**src/rtl/tx_slot_gate_pkg.sv**
```systemverilog
package tx_slot_gate_pkg;

    typedef enum logic [1:0] {
        GATE_SEND      = 2'd0,
        GATE_UNDERFLOW = 2'd1,
        GATE_MUTED     = 2'd2,
        GATE_OFF       = 2'd3
    } gate_e;

endpackage

```
**src/rtl/tx_slot_gate_sel.sv**
```systemverilog
module tx_slot_gate_sel
    import tx_slot_gate_pkg::*;
#(
    parameter int NUM_SLOTS = 10,
    parameter int SLOT_W    = 20,
    localparam int IDX_W    = $clog2(NUM_SLOTS)
) (
    input  logic [IDX_W-1:0]            idx_i,
    input  logic [NUM_SLOTS-1:0]        en_i,
    input  logic [NUM_SLOTS-1:0]        throttle_i,
    input  logic [NUM_SLOTS-1:0]        empty_i,
    input  logic [NUM_SLOTS*SLOT_W-1:0] data_i,
    output logic                        in_range_o,
    output logic [IDX_W-1:0]            safe_idx_o,
    output logic [SLOT_W-1:0]           word_o,
    output gate_e                       gate_o
);

    logic [SLOT_W-1:0] words [NUM_SLOTS];

    for (genvar g = 0; g < NUM_SLOTS; g++) begin : g_word
        assign words[g] = data_i[g*SLOT_W +: SLOT_W];
    end

    always_comb begin
        in_range_o = (int'(idx_i) < NUM_SLOTS);
        safe_idx_o = in_range_o ? idx_i : '0;
        word_o     = words[safe_idx_o];
        if (!in_range_o || !en_i[safe_idx_o]) begin
            gate_o = GATE_OFF;
        end else if (throttle_i[safe_idx_o]) begin
            gate_o = GATE_MUTED;
        end else if (empty_i[safe_idx_o]) begin
            gate_o = GATE_UNDERFLOW;
        end else begin
            gate_o = GATE_SEND;
        end
    end

endmodule

```
**src/rtl/tx_slot_gate_uf.sv**
```systemverilog
module tx_slot_gate_uf #(
    parameter int NUM_SLOTS = 10
) (
    input  logic                 clk,
    input  logic                 rst_n,
    input  logic [NUM_SLOTS-1:0] set_i,
    input  logic [NUM_SLOTS-1:0] clr_i,
    output logic [NUM_SLOTS-1:0] flag_o
);

    logic [NUM_SLOTS-1:0] flag_d, flag_q;

    always_comb begin
        flag_d = (flag_q & ~clr_i) | set_i;
    end

    always_ff @(posedge clk) begin
        if (!rst_n) flag_q <= '0;
        else        flag_q <= flag_d;
    end

    assign flag_o = flag_q;

    // Flags kept through a cycle without a clear must still be set.
    assert_uf_sticky_R7: assert property (@(posedge clk) disable iff (!rst_n)
        1'b1 |=> ((flag_q & $past(flag_q & ~clr_i)) == $past(flag_q & ~clr_i)));

    // A set in the same cycle as a clear wins.
    assert_uf_set_wins_R7: assert property (@(posedge clk) disable iff (!rst_n)
        (set_i != '0) |=> ((flag_q & $past(set_i)) == $past(set_i)));

endmodule

```
**src/rtl/tx_slot_gate.sv**
```systemverilog
module tx_slot_gate
    import tx_slot_gate_pkg::*;
#(
    parameter int NUM_SLOTS = 10,
    parameter int SLOT_W    = 20,
    localparam int IDX_W    = $clog2(NUM_SLOTS)
) (
    input  logic                        clk,
    input  logic                        rst_n,
    input  logic                        frame_end_i,
    input  logic [NUM_SLOTS-1:0]        throttle_i,
    input  logic [NUM_SLOTS-1:0]        slot_en_i,
    input  logic [NUM_SLOTS-1:0]        fifo_empty_i,
    input  logic [NUM_SLOTS*SLOT_W-1:0] fifo_data_i,
    input  logic                        slot_req_i,
    input  logic [IDX_W-1:0]            slot_idx_i,
    input  logic [NUM_SLOTS-1:0]        uf_clr_i,
    output logic                        slot_vld_o,
    output logic [SLOT_W-1:0]           slot_word_o,
    output logic                        slot_tag_o,
    output logic [NUM_SLOTS-1:0]        fifo_pop_o,
    output logic [NUM_SLOTS-1:0]        uf_o
);

    typedef struct packed {
        logic [NUM_SLOTS-1:0] thr;
        logic                 vld;
        logic [SLOT_W-1:0]    word;
        logic                 tag;
        logic [NUM_SLOTS-1:0] pop;
    } state_t;

    state_t               st_d, st_q;
    logic [NUM_SLOTS-1:0] uf_set_d;
    logic                 in_range;
    logic [IDX_W-1:0]     safe_idx;
    logic [SLOT_W-1:0]    sel_word;
    gate_e                gate;

    tx_slot_gate_sel #(
        .NUM_SLOTS (NUM_SLOTS),
        .SLOT_W    (SLOT_W)
    ) u_sel (
        .idx_i      (slot_idx_i),
        .en_i       (slot_en_i),
        .throttle_i (st_q.thr),
        .empty_i    (fifo_empty_i),
        .data_i     (fifo_data_i),
        .in_range_o (in_range),
        .safe_idx_o (safe_idx),
        .word_o     (sel_word),
        .gate_o     (gate)
    );

    always_comb begin
        st_d      = st_q;
        st_d.vld  = slot_req_i;
        st_d.word = '0;
        st_d.tag  = 1'b0;
        st_d.pop  = '0;
        uf_set_d  = '0;
        if (frame_end_i) begin
            st_d.thr = throttle_i;
        end
        if (slot_req_i) begin
            unique case (gate)
                GATE_SEND: begin
                    st_d.word          = sel_word;
                    st_d.tag           = 1'b1;
                    st_d.pop[safe_idx] = 1'b1;
                end
                GATE_UNDERFLOW: uf_set_d[safe_idx] = 1'b1;
                default: ;
            endcase
        end
    end

    always_ff @(posedge clk) begin
        if (!rst_n) st_q <= '0;
        else        st_q <= st_d;
    end

    tx_slot_gate_uf #(
        .NUM_SLOTS (NUM_SLOTS)
    ) u_uf (
        .clk    (clk),
        .rst_n  (rst_n),
        .set_i  (uf_set_d),
        .clr_i  (uf_clr_i),
        .flag_o (uf_o)
    );

    assign slot_vld_o  = st_q.vld;
    assign slot_word_o = st_q.word;
    assign slot_tag_o  = st_q.tag;
    assign fifo_pop_o  = st_q.pop;

    assert_pop_onehot_R3: assert property (@(posedge clk) disable iff (!rst_n)
        $onehot0(fifo_pop_o));

    assert_tag_matches_pop_R3: assert property (@(posedge clk) disable iff (!rst_n)
        slot_tag_o == (fifo_pop_o != '0));

    assert_throttled_silent_R4: assert property (@(posedge clk) disable iff (!rst_n)
        (slot_req_i && in_range && slot_en_i[safe_idx] && st_q.thr[safe_idx])
        |=> (!slot_tag_o && fifo_pop_o == '0 && slot_word_o == '0));

    assert_disabled_zero_R5: assert property (@(posedge clk) disable iff (!rst_n)
        (slot_req_i && in_range && !slot_en_i[safe_idx])
        |=> (!slot_tag_o && slot_word_o == '0 && fifo_pop_o == '0));

    assert_underflow_flag_R6: assert property (@(posedge clk) disable iff (!rst_n)
        (slot_req_i && in_range && slot_en_i[safe_idx] && !st_q.thr[safe_idx]
         && fifo_empty_i[safe_idx])
        |=> (uf_o[$past(safe_idx)] && !slot_tag_o));

    assert_vld_follows_req_R9: assert property (@(posedge clk) disable iff (!rst_n)
        slot_req_i |=> slot_vld_o);

    assert_no_pop_idle_R9: assert property (@(posedge clk) disable iff (!rst_n)
        !slot_vld_o |-> (fifo_pop_o == '0));

endmodule

```
**config.mk**
```make
export PLATFORM = sky130hd
export DESIGN_NAME = tx_slot_gate
export DESIGN_NICKNAME = d
export VERILOG_FILES = /design/src/rtl/tx_slot_gate_pkg.sv /design/src/rtl/tx_slot_gate_sel.sv /design/src/rtl/tx_slot_gate_uf.sv /design/src/rtl/tx_slot_gate.sv
export SDC_FILE = /design/constraint.sdc
export NUM_CORES = 1
export LEC_CHECK = 0
export ABC_AREA = 1
export BUFFER_PORTS_ARGS = -buffer_cell sky130_fd_sc_hd__buf_4
export CORE_AREA = 2 2 114 116
export CTS_CLUSTER_DIAMETER = 80
export DETAILED_ROUTE_END_ITERATION = 8
export DIE_AREA = 0 0 116 118
export HOLD_SLACK_MARGIN = 0.15
export PLACE_DENSITY = 0.73
export SYNTH_ARGS = -nofsm -noshare
export SYNTH_HDL_FRONTEND = slang
export SYNTH_SLANG_ARGS = --single-unit
```
**constraint.sdc**
```tcl
create_clock -name clk -period 1.2 [get_ports clk]
set_clock_uncertainty 0.05 [all_clocks]
set_input_delay 0.06 -clock clk [delete_from_list [all_inputs] [get_ports clk]]
set_output_delay 0.06 -clock clk [all_outputs]
set_load 0.005 [all_outputs]
```
# Word-level counts from Yosys, hierarchy flattened
# Index checks and enable logic that the tools add are counted.
# totals
regBits	52
word_cells	40
out_inout_bits	42
# classes
n_mux	18
n_reduce_logical	7
bitwise_logic	4
order_cmp	4
n_eq_ne	1
# ops
op	n
$bmux 20 s4	1
$mux 20	2
$mux 10	2
$bmux 1 s4	3
$mux 11	1
$and 10x10->10	1
$not 10->10	1
$or 10x10->10	1
$ge 5x5->1 const B	1
$lt 4x5->1 const B	1
$mux 1	5
$not 4->5	1
$demux 1 s4	1
$ge 4x1->1 const B	1
$lt 4x4->1 const B	1
$mux 2	2
$mux 4	1
$reduce_and 3->1	1
$eq 2x1->1 const B	1
$logic_not 1->1	2
$logic_not 2->1	1
$reduce_and 2->1	1
$logic_and 1x1->1	1
$logic_or 1x1->1	1

# Logic depth before layout (Yosys ltp)
# Gate-level depths: netlist of run 1.
# logic_depth
word_depth	11
mapped_depth	13
depth_no_buf	12

# Modules after synthesis
# A second synthesis of run 1 with hierarchy kept.
# hier_totals
hier_cells	651
hier_area_um2	4086.4
# modules_own_cells
module	area_per_inst_um2	n_inst	cells_each
tx_slot_gate_sel	2134.5	1	404
tx_slot_gate	1585.3	1	196
tx_slot_gate_uf	366.6	1	51

# Least setup slack after synthesis of run 1
# Ideal clock, no wire load.
# synth_path
kind	input -> register
from	input slot_idx_i[1]
to	register st_q (netlist bit slot_word_o[0])
setup_ps	118
path_slack_ps	-168
t_required_ps	1032
cell_stages	10
arrival_time_ps	1200
cell_sequence	o21ai_2 > buf_4 > nand2_4 > nor2_4 > a21oi_1 > nand3_1 > nand2_1 > nand3_1 > buf_2 > nor2_1
# synth_between
elab_chain_cells	9
word_cells_on_any_way	20
cone_classes	1 x order compare; 13 x mux; 1 x bitwise; 5 x reduce/logical
# synth_lines
item	line_no	rtl
from (decl)	tx_slot_gate.sv:16	input logic [IDX_W-1:0] slot_idx_i,
$lt 4x4->1	tx_slot_gate_sel.sv:26	in_range_o = (int'(idx_i) < NUM_SLOTS);
$mux 4	tx_slot_gate_sel.sv:27	safe_idx_o = in_range_o ? idx_i : '0;
$bmux 1 s4, on equally long branches	tx_slot_gate_sel.sv:33, tx_slot_gate_sel.sv:29	
$mux 1, on equally long branches	tx_slot_gate_sel.sv:33, tx_slot_gate_sel.sv:29	
$mux 1 or $logic_not 1->1 (tied branches)	tx_slot_gate_sel.sv:33, tx_slot_gate_sel.sv:29	
$mux 2 or $logic_or 1x1->1 (tied branches)	tx_slot_gate_sel.sv:31, tx_slot_gate_sel.sv:29	
$mux 2	tx_slot_gate_sel.sv:29	if (!in_range_o || !en_i[safe_idx_o]) begin
$logic_not 2->1	tx_slot_gate.sv:66	unique case (gate)
$reduce_and 3->1 (no source line)	-	
to (signal assigned)	tx_slot_gate.sv:80	else st_q <= st_d;
to (decl)	tx_slot_gate.sv:33	state_t st_d, st_q;
# Parallel ways exist; a longest one is shown, timed or not. The select of a mux whose other input is x is not followed.
# A chain may end at the register's enable or synchronous reset.

# Final worst setup path of run 1
# layout_path
from	register st_q[40] in the netlist's numbering
to	register st_q (netlist bit slot_word_o[15])
# layout_between
elab_chain_cells	6
# layout_lines
item	line_no	rtl
$bmux 1 s4	tx_slot_gate_sel.sv:31	end else if (throttle_i[safe_idx_o]) begin
$mux 1 (implied by the code)	tx_slot_gate_sel.sv:31	
$mux 2	tx_slot_gate_sel.sv:31	
$mux 2	tx_slot_gate_sel.sv:29	
$logic_not 2->1	tx_slot_gate.sv:66	
$reduce_and 3->1 (no source line)	-	
# Every way passes these cells. The select of a mux whose other input is x is not followed.

==> results of run 1 <==
report_power, final:
group | switching [mW] | total [mW] | leakage (nW) | internal, mW
combinational | 0.919 | 2.18 | 3.35 | 1.26
sequential | 0.0168 | 1.78 | 0.423 | 1.77
clock | 0.705 | 1.50 | 0.0708 | 0.790
total | 1.64 | 5.46 | 3.84 | 3.82
final cells by class:
class	count	area, um^2
multi-input combinational	413	2180
clock inverter	3	25.0
timing repair buffer	497	4210
clock buffer	5	125
fill	1034	4470
inverter	39	146
sequential	52	1040
tap	172	215
how the worst min path moves through the flow:
| stage | from | end | slack, ps | cells after the start |
|---|---|---|---|---|
| final | rst_n | st_q[41] | 20 | 3 |
| after global routing | rst_n | st_q[40] | 40 | 3 |
| after CTS | rst_n | st_q[41] | 20 | 3 |
| after detailed placement | throttle_i[0] | st_q[32] | 240 | 3 |
| after global placement | throttle_i[0] | st_q[32] | 230 | 3 |
| after floorplan | slot_req_i | slot_vld_o | 120 | 2 |
through the flow:
step	hold WS (ps)	TNS (ps)
CTS	19.5	-5810
global placement	233	-17020
detailed placement	239	-19400
floorplan	121	-2980
global route	35.0	-12440
finish	23.3	-8210
registers in the layout, indices dropped and copies added (netlist names):
| register | flops |
|---|---|
| slot_word_o | 20 |
| fifo_pop_o | 10 |
| st_q | 10 |
| u_uf.flag_o | 10 |
| slot_tag_o | 1 |
| slot_vld_o | 1 |
repair_timing:
item,in CTS,in global routing
hold endpoints to repair,39,11
gates resized for setup,10,14
setup endpoints to repair,41,41
gates cloned,0,1
setup buffers,1,1
pin swaps,1,3
worst max-delay path, stage by stage, from the launching register on:
cell	delay (ps)
dfxtp_2	330
inv_2	60
nor2_2	40
nand2_1	60
nand3_1	60
nor2_1	80
nand2_1	100
nor2_4	150
nand3_4	140
clkbuf_16	210
a21oi_2	100
cells by family (layout without fill, tap and decap cells):
group                  after synthesis  in the layout
AND/OR/NAND/NOR                    285            285
buffers and inverters              103            544
flip-flops                          52             52
AO/OA/AOI/OAI                      128            128
layer usage:
layer,track usage,vias to the layer above,wire length (um)
li1,-,2759,-
met3,0.0649,48,1920
met1,0.324,2601,7600
met2,0.492,337,10200
met4,0.0915,0,537
met5,0,-,0
cell usage after synthesis, types with 3 or more instances:
cell type,count
nand2_1,168
nor2_1,54
o21ai_0,11
a21oi_1,37
nand4_1,21
a21oi_2,12
a22o_1,11
nor2_2,5
clkbuf_1,5
nor3_1,4
buf_2,23
a31o_2,4
a31oi_1,3
inv_1,32
buf_4,35
a22oi_1,46
nand3_1,28
dfxtp_1,52
inv_2,5
==> out/metrics.sh, run 1 <==
STATUS='finished with violations'
FAILING_CHECKS='negative setup slack'
GRT_REMAINING_OVERFLOW=0
ANTENNA_FOUND_INITIAL=0
CELL_TYPES_WITH_THE_LARGEST_AREA_SHARE_AFTER_SYNTHESIS='dfxtp_1 28%, nand2_1 17%, a22oi_1 9.4%'
VIA_PER_INST=4.86
POST-ROUTE-UTIL=0.640
YS_WARN_COUNT=0
VIA_COUNT=5745
SYNTH-EDFF-COUNT=0
LAYOUT_COMMONEST_CELL='buf_4'
PLACED_CELLS=1028
SYN_AREA_PER_CELL_UM2=6.46
WORST_SETUP_PATH_ENDPOINT='slot_word_o[15]'
IO_PINS=290
END_KIND='flip-flop'
SYNTHCELLS=568
TIMING.CRITICAL_PATH.FROM_TYPE='flip-flop'
TIMING.RR.START='st_q[40]'
MAX-CLOCK-PATH-BUFFERS=2
FINAL.PERIOD_UTILIZATION=1.20
DRIVE_GT1_FRAC=0.411
HOLDBUFCOUNTCTS=142
YS_FF_LATCH=52
VDD_DROP_MAX_V=0.000599
AREA_GROWTH_SYN_TO_LAYOUT_PCT=116
DRT_ITER0_DRC=347
CTS_TREE='yes'
DETAIL-ROUTE-ANTENNA-NETS=0
GR-USAGE-ALL-LAYERS=0.277
WORST_SETUP_PATH_STARTPOINT='st_q[40]'
SYNTH-COMPOUND-AREA-SHARE=0.239
ROW_COUNT=41
CLOCK_SINK_COUNT=52
FINAL_CRITICAL_PATH_SETUP_SLACK_PS=-235
MAIN_COMBINATIONAL_CELL_FAMILY_BY_AREA_AFTER_SYNTHESIS='simple AND/OR/NAND/NOR gates'
SYN-CELL-AREA_UM2=3670
MAX_CAP_VIOL_COUNT=0
DIE-HEIGHT_UM=118
CTS_INSERTED_BUFFERS=5
MUXSHAREOFSYNTHAREA=0
FLOORPLAN.INITIALDENSITY=0.296
P_LEAK_nW=3.84
CRITICAL_PATH_CLASS='flip-flop to flip-flop'
DIE_AREA_UM2=13700
FINAL_CELLS=1181
DESIGN.CORE.AREA_UM2=12400
YOSYS.AREA_SHARE.SIMPLE=0.326
FINAL_AREA_UM2=7940
CTS-HTREE-LEVELS=2
DETAILEDPLACE.WORSTSLACK_PS=-545
YOSYS.AREA_SHARE.ADDER=0
CLK_ROOT_BUFFER_CELL='clkbuf_16'
ASYNC_FLOP_SHARE=0
N_ANTENNA_CELL=0
HOLD_PATH.CLASS='input pin to flip-flop'
FINALMAXSLEWVIOLATIONS=0
FF2FF_SETUP_SLACK_PS=-230
PATH_CLK_SLEW_PS=80
PLACED_CELL_AREA_UM2=6250
SYNTH_CELL_TYPES=27
SETUP-VIOLATIONS-FINAL=41
FINALCRITICALPERIOD_PS=1430
SYNTH_LARGEST_TYPE_AREA_FRACTION=0.284
SYNTH.YOSYS.SEQ_AREA_SHARE=0.284
DETAIL_ROUTE.DRC_VIOLATIONS=0
MAPPEDNETLISTNETS=816
LAYOUT.CELLS.MOST_COMMON_LIST='343 x buf_4, 167 x nand2_1, 142 x dlygate4sd3_1, 50 x dfxtp_1, 45 x a22oi_1'
WORST-R2R-CELL-COUNT=10
TIGHTEST_SLEW_PS=355
VIAS_IN_THE_FIRST_GLOBAL_ROUTE=5972
WORST_SLEW_MARGIN_RELATIVE_TO_ITS_LIMIT=0.763
GRT_PASS1_WL_UM=29700
WIRELENGTH_PER_CELL_UM=17.1
WORST-ENDPOINT-ARRIVAL_PS=1620
LARGEST_FANOUT_OF_ANY_NET_ON_THE_CRITICAL_PATH=11
SYNTH_TOP_CELL_BY_AREA='dfxtp_1'
REPORT.POWER.TOTAL_mW=5.46
WORST_REG2REG_PATH_ENDPOINT='slot_word_o[15]'
WORST-ENDPOINT-REQUIRED_PS=1380
PLACE.DETAILED.HPWL_UM=13500
DRT_FIRST_PASS_ITERS=5
TIMING_HOLD_VIOLATIONS_FINAL=0
SYNTHXORXNORAREAFRAC=0
YS_DOMINANT_REG_CELL='dfxtp_1'
POWER_DENSITY_nW_PER_UM2=687
GRT_SETUP_UNREPAIRED='yes'
DIE_X_UM=116
WL_UM=20200
GRT_START_MAX_NET_PINS=25
MAX_FREQ_MHz=697
COUNT_OF_BUFFERS_FROM_PORT_BUFFERING=289
ROUTABILITYCONGESTION=0.895
CLK_LATENCY_PS=290
FIN_NETS=1256
No activity file was read; power rests on OpenSTA's default activity.
==> run 2, diff against run 1 <==
--- a/config.mk
+++ b/config.mk
@@ -8,7 +8,6 @@
 export ABC_AREA = 1
 export BUFFER_PORTS_ARGS = -buffer_cell sky130_fd_sc_hd__buf_4
 export CORE_AREA = 2 2 114 116
-export CTS_CLUSTER_DIAMETER = 80
 export DETAILED_ROUTE_END_ITERATION = 8
 export DIE_AREA = 0 0 116 118
 export HOLD_SLACK_MARGIN = 0.15
==> constraint.sdc (replaced) <==
create_clock -name clk -period 1.2 [get_ports clk]
set_clock_uncertainty 0.05 [all_clocks]
set_input_delay 0.12 -clock clk [delete_from_list [all_inputs] [get_ports clk]]
set_output_delay 0.12 -clock clk [all_outputs]
set_load 0.005 [all_outputs]
==> run 2 against run 1 <==
Compared with the run above:
- the flow still finishes with violations (negative setup slack)
- clock power increased by 11%
- flip-flop and latch count did not move
- sequential share of layout area grew 1.5 points
- core utilization fell by 6.5 points
- wire length decreased by 13%
- sequential power about the same
- combinational power fell by 11%
- cell area decreased by 10%
- register-to-register slack improved by 50 ps
- hold slack better by 58 ps
- critical endpoint is now slot_word_o[2]
==> out/metrics.sh, run 2 (synthesis results as in run 1) <==
N_ANTENNA_CELL=0  # unchanged
END_KIND='flip-flop'
CRITICAL_PATH_CLASS='input pin to flip-flop'
LAYOUT.CELLS.MOST_COMMON_LIST='336 x buf_4, 164 x nand2_1, 52 x dfxtp_1, 49 x nor2_1, 44 x dlygate4sd3_1'
GR-USAGE-ALL-LAYERS=0.246  # -0.0312
PATH_CLK_SLEW_PS=80  # about the same
DIE_AREA_UM2=13700  # unchanged
TIMING.RR.START='st_q[40]'
CP_CELL_SEQUENCE='buf_8 -> o21ai_4 -> buf_12 -> nand2_8 -> nand2_1 -> nand2_1 -> nand2_1 -> nand2_1 -> nand2_1 -> nand3_2 -> nor2_2 -> nand3_2 -> buf_12 -> a21oi_1'
FINALMAXSLEWVIOLATIONS=0  # unchanged
HOLD_PATH.CLASS='input pin to flip-flop'
LAYOUT_COMMONEST_CELL='buf_4'
DIE-HEIGHT_UM=118  # unchanged
CLOCK_SINK_COUNT=52  # unchanged
VIA_PER_INST=4.74  # -2.5%
FIN_NETS=1162  # -7.5%
WIRELENGTH_PER_CELL_UM=16.2  # -5.6%
CLK_ROOT_BUFFER_CELL='clkbuf_16'
DETAIL-ROUTE-ANTENNA-NETS=0  # unchanged
TIMING_HOLD_VIOLATIONS_FINAL=0  # unchanged
CTS_TREE='yes'
FINALCRITICALPERIOD_PS=1440  # +0.944 ps
CRITICAL_PATH.TOP_DELAY_FAMILY='simple AND/OR/NAND/NOR gates'
MAX_CAP_VIOL_COUNT=0  # unchanged
DETAILEDPLACE.WORSTSLACK_PS=-594  # -48.3 ps
CRITICAL-PATH-MAX-STAGE-DELAY_PS=200  # -130 ps
CLK_LATENCY_PS=300  # about the same
FLOORPLAN.INITIALDENSITY=0.296  # unchanged
ANTENNA_FOUND_INITIAL=0  # unchanged
TIMING.CRITICAL_PATH.FROM_TYPE='input pin'
FINAL-SEQ-AREA_UM2=1040  # -0.24%
CRITICAL-PATH-TOP-CELL-BY-COUNT='nand2_1'
MIN_FROM='rst_n'
WORST-R2R-CELL-COUNT=10  # unchanged
HOLDPATHEND='st_q[35]'
WORST_SLEW_MARGIN_RELATIVE_TO_ITS_LIMIT=0.784  # +0.0211
TIGHTEST_SLEW_PS=323  # -31.7 ps
FINAL.PERIOD_UTILIZATION=1.20  # about the same
FF2FF_SETUP_SLACK_PS=-180  # +50 ps
VIA_COUNT=5156  # -10%
WHS_PS=81.2  # +58.0 ps
WORST-ENDPOINT-ARRIVAL_PS=1610  # about the same
REPORT.POWER.TOTAL_mW=5.38  # -1.4%
CTS_INSERTED_BUFFERS=5  # unchanged
GRT_START_MAX_NET_PINS=23  # -8.0%
POST-ROUTE-UTIL=0.574  # -0.0652
FINAL_CELLS=1087  # -8.0%
DRT_ITER0_DRC=299  # -14%
STATUS='finished with violations'
LARGEST_FANOUT_OF_ANY_NET_ON_THE_CRITICAL_PATH=22  # +11
GRT_SETUP_UNREPAIRED='yes'
MAX_FREQ_MHz=697  # about the same
MULTI_INPUT_AREA_UM2=2190  # +0.46%
LARGEST_REG_FLOPS=20  # unchanged
FINAL_CRITICAL_PATH_SETUP_SLACK_PS=-235  # -0.944 ps
WORST_REG2REG_PATH_ENDPOINT='slot_word_o[2]'
ROUTABILITYCONGESTION=0.874  # -2.4%
PLACED_CELLS=1028  # unchanged
MAX-CLOCK-PATH-BUFFERS=2  # unchanged
DIE_X_UM=116  # unchanged
IO_PINS=290  # unchanged
DRIVE_GT1_FRAC=0.457  # +0.0455
AREA_GROWTH_SYN_TO_LAYOUT_PCT=94.4
HOLD-PATH-CELL-COUNT=3  # unchanged
WL_UM=17600  # -13%
DETAIL_ROUTE.DRC_VIOLATIONS=0  # unchanged
ROW_COUNT=41  # unchanged
GRT_REMAINING_OVERFLOW=0  # unchanged
GRT_PASS1_WL_UM=26000  # -12%
PATH_BUF_INV=3  # +1
DRT_FIRST_PASS_ITERS=4  # -1
PLACE.DETAILED.HPWL_UM=13500  # about the same
HOLDBUFCOUNTCTS=44  # -69%
CTS-HTREE-LEVELS=2  # unchanged
WORST-ENDPOINT-REQUIRED_PS=1380  # about the same
COUNT_OF_BUFFERS_FROM_PORT_BUFFERING=289  # unchanged
P_LEAK_nW=3.50  # -9.0%
FAILING_CHECKS='negative setup slack'
SETUP-VIOLATIONS-FINAL=41  # unchanged
CRITICAL_PATH_CELL_WITH_THE_HIGHEST_STAGE_DELAY='o21ai_4'
DESIGN.CORE.AREA_UM2=12400  # unchanged
VIAS_IN_THE_FIRST_GLOBAL_ROUTE=5091  # -15%
VDD_DROP_MAX_V=0.000440  # -27%
FILLCELLCOUNT=1200  # +16%
POWER_DENSITY_nW_PER_UM2=755  # +9.8%
==> run 2: report_power, final <==
| part | switching, mW | total (mW) | internal (mW) |
|---|---|---|---|
| combinational | 0.822 | 1.93 | 1.11 |
| sequential | 0.0151 | 1.78 | 1.76 |
| clock | 0.677 | 1.67 | 0.995 |
==> run 2: what timing repair did <==
item	in CTS	in global routing
cloned	3	1
gates resized for setup	23	9
pin swaps	8	0
hold endpoints to repair	31	11
buffers inserted	3	0
endpoints found under the setup margin	41	43
==> run 2: metal layers <==
layer  track usage  vias to the layer above  wire length (um)
met5             0                        -                 0
met4        0.0744                        0               455
met3        0.0505                       29              1440
met2         0.438                      226              8700
met1         0.293                     2334              7000
li1              -                     2567                 -
==> run 2: how the worst max path moves through the flow <==
| stage | start | endpoint | slack (ps) | cells after the start |
|---|---|---|---|---|
| floorplan | slot_idx_i[2] | slot_word_o[12] | -150 | 11 |
| global placement | slot_idx_i[2] | slot_word_o[2] | -550 | 11 |
| detailed placement | slot_idx_i[2] | slot_word_o[2] | -590 | 11 |
| CTS | slot_idx_i[1] | slot_word_o[16] | -170 | 14 |
| global route | slot_idx_i[1] | slot_word_o[2] | -310 | 14 |
| finish | slot_idx_i[1] | slot_word_o[2] | -240 | 14 |
==> run 2: final cells by class <==
type                       count  area share
inverter                      39      0.0211
sequential                    52       0.146
clock buffer                   6      0.0181
multi-input combinational    413       0.307
timing repair inverter         1     0.00105
clock inverter                 2     0.00544
tap                          172      0.0302
timing repair buffer         402       0.471
==> run 2: metrics by stage <==
step | TNS, ps | area (um^2)
floorplan | -5440 | 3740
global placement | -19300 | 6250
detailed placement | -20410 | 6250
CTS | -6010 | 7100
global route | -11390 | 7130
finish | -7720 | 7130
==> run 2: worst min-delay path: cells and delay by family <==
family	cells	cell delay, ps
and+or+nand+nor	1	40
buffers and inverters	1	150
AOI/OAI and AO/OA	1	70
==> run 3, diff against run 2 <==
--- a/config.mk
+++ b/config.mk
@@ -5,13 +5,14 @@
 export SDC_FILE = /design/constraint.sdc
 export NUM_CORES = 1
 export LEC_CHECK = 0
-export ABC_AREA = 1
+export ABC_AREA = 0
 export BUFFER_PORTS_ARGS = -buffer_cell sky130_fd_sc_hd__buf_4
 export CORE_AREA = 2 2 114 116
 export DETAILED_ROUTE_END_ITERATION = 8
 export DIE_AREA = 0 0 116 118
 export HOLD_SLACK_MARGIN = 0.15
-export PLACE_DENSITY = 0.73
+export PLACE_DENSITY = 0.74
+export SLEW_MARGIN = 20
 export SYNTH_ARGS = -nofsm -noshare
 export SYNTH_HDL_FRONTEND = slang
 export SYNTH_SLANG_ARGS = --single-unit
==> run 3 against run 2 <==
Compared with the run above:
- the flow still finishes with violations (negative setup slack)
- total power shrank 1.5%
- worst setup slack lost 510 ps
- cell area shrank 5.1%
- die area is the same
- hold slack gained 72 ps
- maximum frequency shrank 26%
- largest cell class unchanged
- highest routed layer unchanged
==> out/metrics.sh, run 3 <==
STATUS='finished with violations'
FAILING_CHECKS='negative setup slack'
DIE_AREA_UM2=13700  # unchanged
MAPPEDNETLISTNETS=674  # -17%
POST-ROUTE-UTIL=0.545  # -0.0295
DIE-HEIGHT_UM=118  # unchanged
GRT_SETUP_UNREPAIRED='yes'
SYNTH.YOSYS.SEQ_AREA_SHARE=0.276  # -0.00799
SYNTH_TOP_CELL_BY_AREA='dfxtp_1'
VIAS_IN_THE_FIRST_GLOBAL_ROUTE=4978  # -2.2%
YS_FF_LATCH=52  # unchanged
LARGEST_REG_FLOPS=20  # unchanged
P_LEAK_nW=3.11  # -11%
CTS_TREE='yes'
DESIGN.CORE.AREA_UM2=12400  # unchanged
SYNTH.CELLS.MOST_FREQUENT='52 x dfxtp_1, 42 x mux2i_1, 35 x mux2_2'
N_ANTENNA_CELL=0  # unchanged
PATH_CLK_SLEW_PS=70  # about the same
TIGHTEST_SLEW_PS=728  # +405 ps
CLK_ROOT_BUFFER_CELL='clkbuf_16'
AREA_GROWTH_SYN_TO_LAYOUT_PCT=79.2
CRITICAL_PATH.TOP_DELAY_FAMILY='compound AO/OA/AOI/OAI gates'
VDD_DROP_MAX_V=0.000854  # +94%
GRT_REMAINING_OVERFLOW=0  # unchanged
LAYOUT.CELLS.MOST_COMMON_LIST='342 x buf_4, 52 x dfxtp_1, 42 x mux2i_1, 34 x mux2_2, 24 x dlygate4sd3_1'
MAX_FREQ_MHz=514  # -26%
SYNTHCELLS=426  # -25%
VIA_PER_INST=5.23  # +10%
WHS_PS=154  # +72.5 ps
FINALCRITICALPERIOD_PS=1950  # +511 ps
FIN_NETS=984  # -15%
WORST_SLEW_MARGIN_RELATIVE_TO_ITS_LIMIT=0.513  # -0.271
SYN-CELL-AREA_UM2=3770  # +2.9%
CELL_TYPES_WITH_THE_LARGEST_AREA_SHARE_AFTER_SYNTHESIS='dfxtp_1 28%, mux2i_1 11%, mux2_2 10%'
REPORT.POWER.TOTAL_mW=5.30  # -1.5%
SYNTH_LARGEST_TYPE_AREA_FRACTION=0.276  # -0.00799
DRIVE_GT1_FRAC=0.554  # +0.0968
IO_PINS=290  # unchanged
ASYNC_FLOP_SHARE=0  # unchanged
SYN_AREA_PER_CELL_UM2=8.86  # +37%
SYNTH_CELL_TYPES=43  # +59%
VIA_COUNT=4750  # -7.9%
DETAIL_ROUTE.DRC_VIOLATIONS=0  # unchanged
DIE_X_UM=116  # unchanged
FINALMAXSLEWVIOLATIONS=0  # unchanged
YOSYS.AREA_SHARE.ADDER=0  # unchanged
CTS_SETUP_BUFFERS=0  # -3
WIRELENGTH_PER_CELL_UM=18.8  # +16%
CTS-HTREE-LEVELS=2  # unchanged
FINAL_AREA_UM2=6770  # -5.1%
CP_CELL_SEQUENCE='or3b_1 -> a31oi_1 -> o211ai_1 -> a221o_2 -> buf_12 -> o31ai_2'
DRT_FIRST_PASS_ITERS=8  # +4
SYNTHXORXNORAREAFRAC=0  # unchanged
FINAL_CRITICAL_PATH_SETUP_SLACK_PS=-746  # -511 ps
CTS_INSERTED_BUFFERS=5  # unchanged
SYNTH-COMPOUND-AREA-SHARE=0.254  # +0.0151
CLOCK_SINK_COUNT=52  # unchanged
MAX-CLOCK-PATH-BUFFERS=2  # unchanged
GRT_START_MAX_NET_PINS=42  # +83%
PATH_BUF_INV=1  # -2
DETAIL-ROUTE-ANTENNA-NETS=0  # unchanged
END_KIND='flip-flop'
PLACE.DETAILED.HPWL_UM=13600  # +0.50%
TIMING_HOLD_VIOLATIONS_FINAL=0  # unchanged
WORST-ENDPOINT-REQUIRED_PS=1350  # -30 ps
YS_DOMINANT_REG_CELL='dfxtp_1'
WORST-ENDPOINT-ARRIVAL_PS=2100  # +490 ps
YS_WARN_COUNT=0  # unchanged
FF2FF_SETUP_SLACK_PS=-750  # -570 ps
WL_UM=17100  # -2.8%
MAX_CAP_VIOL_COUNT=0  # unchanged
GRT_PASS1_WL_UM=25500  # -1.9%
MOST_NUMEROUS_CELL_IN_THE_YOSYS_NETLIST='dfxtp_1'
PLACED_CELL_AREA_UM2=6320  # +1.1%
MUXSHAREOFSYNTHAREA=0.216  # +0.216
LAYOUT_COMMONEST_CELL='buf_4'
ROW_COUNT=41  # unchanged
LARGEST_FANOUT_OF_ANY_NET_ON_THE_CRITICAL_PATH=41  # +86%
HOLD_PATH.CLASS='input pin to flip-flop'
YOSYS.AREA_SHARE.SIMPLE=0.141  # -0.186
POWER_DENSITY_nW_PER_UM2=784  # +3.8%
DRT_ITER0_DRC=414  # +38%
CLK_LATENCY_PS=280  # -20 ps
ROUTABILITYCONGESTION=0.863  # -1.2%
SETUP-VIOLATIONS-FINAL=41  # unchanged
ANTENNA_FOUND_INITIAL=0  # unchanged
COUNT_OF_BUFFERS_FROM_PORT_BUFFERING=289  # unchanged
TIMING.CRITICAL_PATH.FROM_TYPE='flip-flop'
CRITICAL_PATH_CLASS='flip-flop to flip-flop'
SYNTH-EDFF-COUNT=0  # unchanged
FINAL.PERIOD_UTILIZATION=1.62  # +0.426
CRITICAL-PATH-MAX-STAGE-DELAY_PS=390  # +190 ps
MAIN_COMBINATIONAL_CELL_FAMILY_BY_AREA_AFTER_SYNTHESIS='compound AO/OA/AOI/OAI gates'
GR-USAGE-ALL-LAYERS=0.236  # -0.0102
FLOORPLAN.INITIALDENSITY=0.304  # +0.00857
CRITICAL_PATH_CELL_WITH_THE_HIGHEST_STAGE_DELAY='a221o_2'
[run 3: cell types whose count changed after synthesis, moves of 18 or more]
| cell | change |
|---|---|
| a211oi_1 | +18 |
| a21oi_1 | -27 |
| a222oi_1 | +23 |
| a22oi_1 | -44 |
| inv_1 | -26 |
| mux2_2 | +35 |
| mux2i_1 | +42 |
| nand2_1 | -149 |
| nand4_1 | -21 |
| nor2_1 | -34 |
[run 3: kinds of logic (layout without fill, tap and decap cells)]
kind of cell,Yosys count,after routing
DFF,52,52
and+or+nand+nor,103,103
muxes,77,77
buffers and inverters,76,387
AOI/OAI and AO/OA,118,118
[run 3: what timing repair did]
action / CTS / global route
endpoints found under the setup margin: 41 / 41
gates cloned: 0 / 0
hold buffers: 24 / 0
endpoints found under the hold margin: 24 / 0
resized for setup: 3 / 6
[run 3: report_power, final]
part / internal (mW) / switching, mW / total (mW) / leakage, nW
logic: 1.13 / 0.774 / 1.90 / 2.61
clock network: 0.981 / 0.636 / 1.62 / 0.0798
registers: 1.76 / 0.0181 / 1.78 / 0.422
[run 3: area by class of cell]
cell class	count	area [um^2]
Sequential cell	52	1040
Fill cell	1131	5650
Clock inverter	3	42.5
Timing Repair Buffer	373	2950
Multi-Input combinational cell	298	2370
Inverter	6	22.5
Tap cell	172	215
Clock buffer	5	125
[run 3: worst min-delay path, stage by stage]
cell      delay [ps]
buf_4             80
a221oi_1          60
a211oi_1         180
[run 3: final timing paths]
path / startpoint / end / cells after the start
max: st_q[38] / u_uf.flag_o[8] / 6
min: fifo_data_i[15] / slot_word_o[15] / 3
max reg2reg: st_q[38] / u_uf.flag_o[8] / 6
min reg2reg: u_uf.flag_o[2] / u_uf.flag_o[2] / 2
[run 3: through the flow]
stage	cells	setup WS (ps)	setup TNS [ps]
floorplan	426	-555	-22320
global placement	877	-695	-25900
detailed placement	877	-815	-29620
CTS	909	-722	-27150
global route	909	-800	-31160
finish	909	-746	-28110
[run 3: per-layer routing]
layer  track usage  vias up  wire length, um  part of all wire
met2         0.440      225             8970              0.52
met3        0.0396       23             1160             0.068
met5             0        -                0                 0
met4        0.0551        0              289             0.017
met1         0.276     2260             6680              0.39
li1              -     2242                -                 -
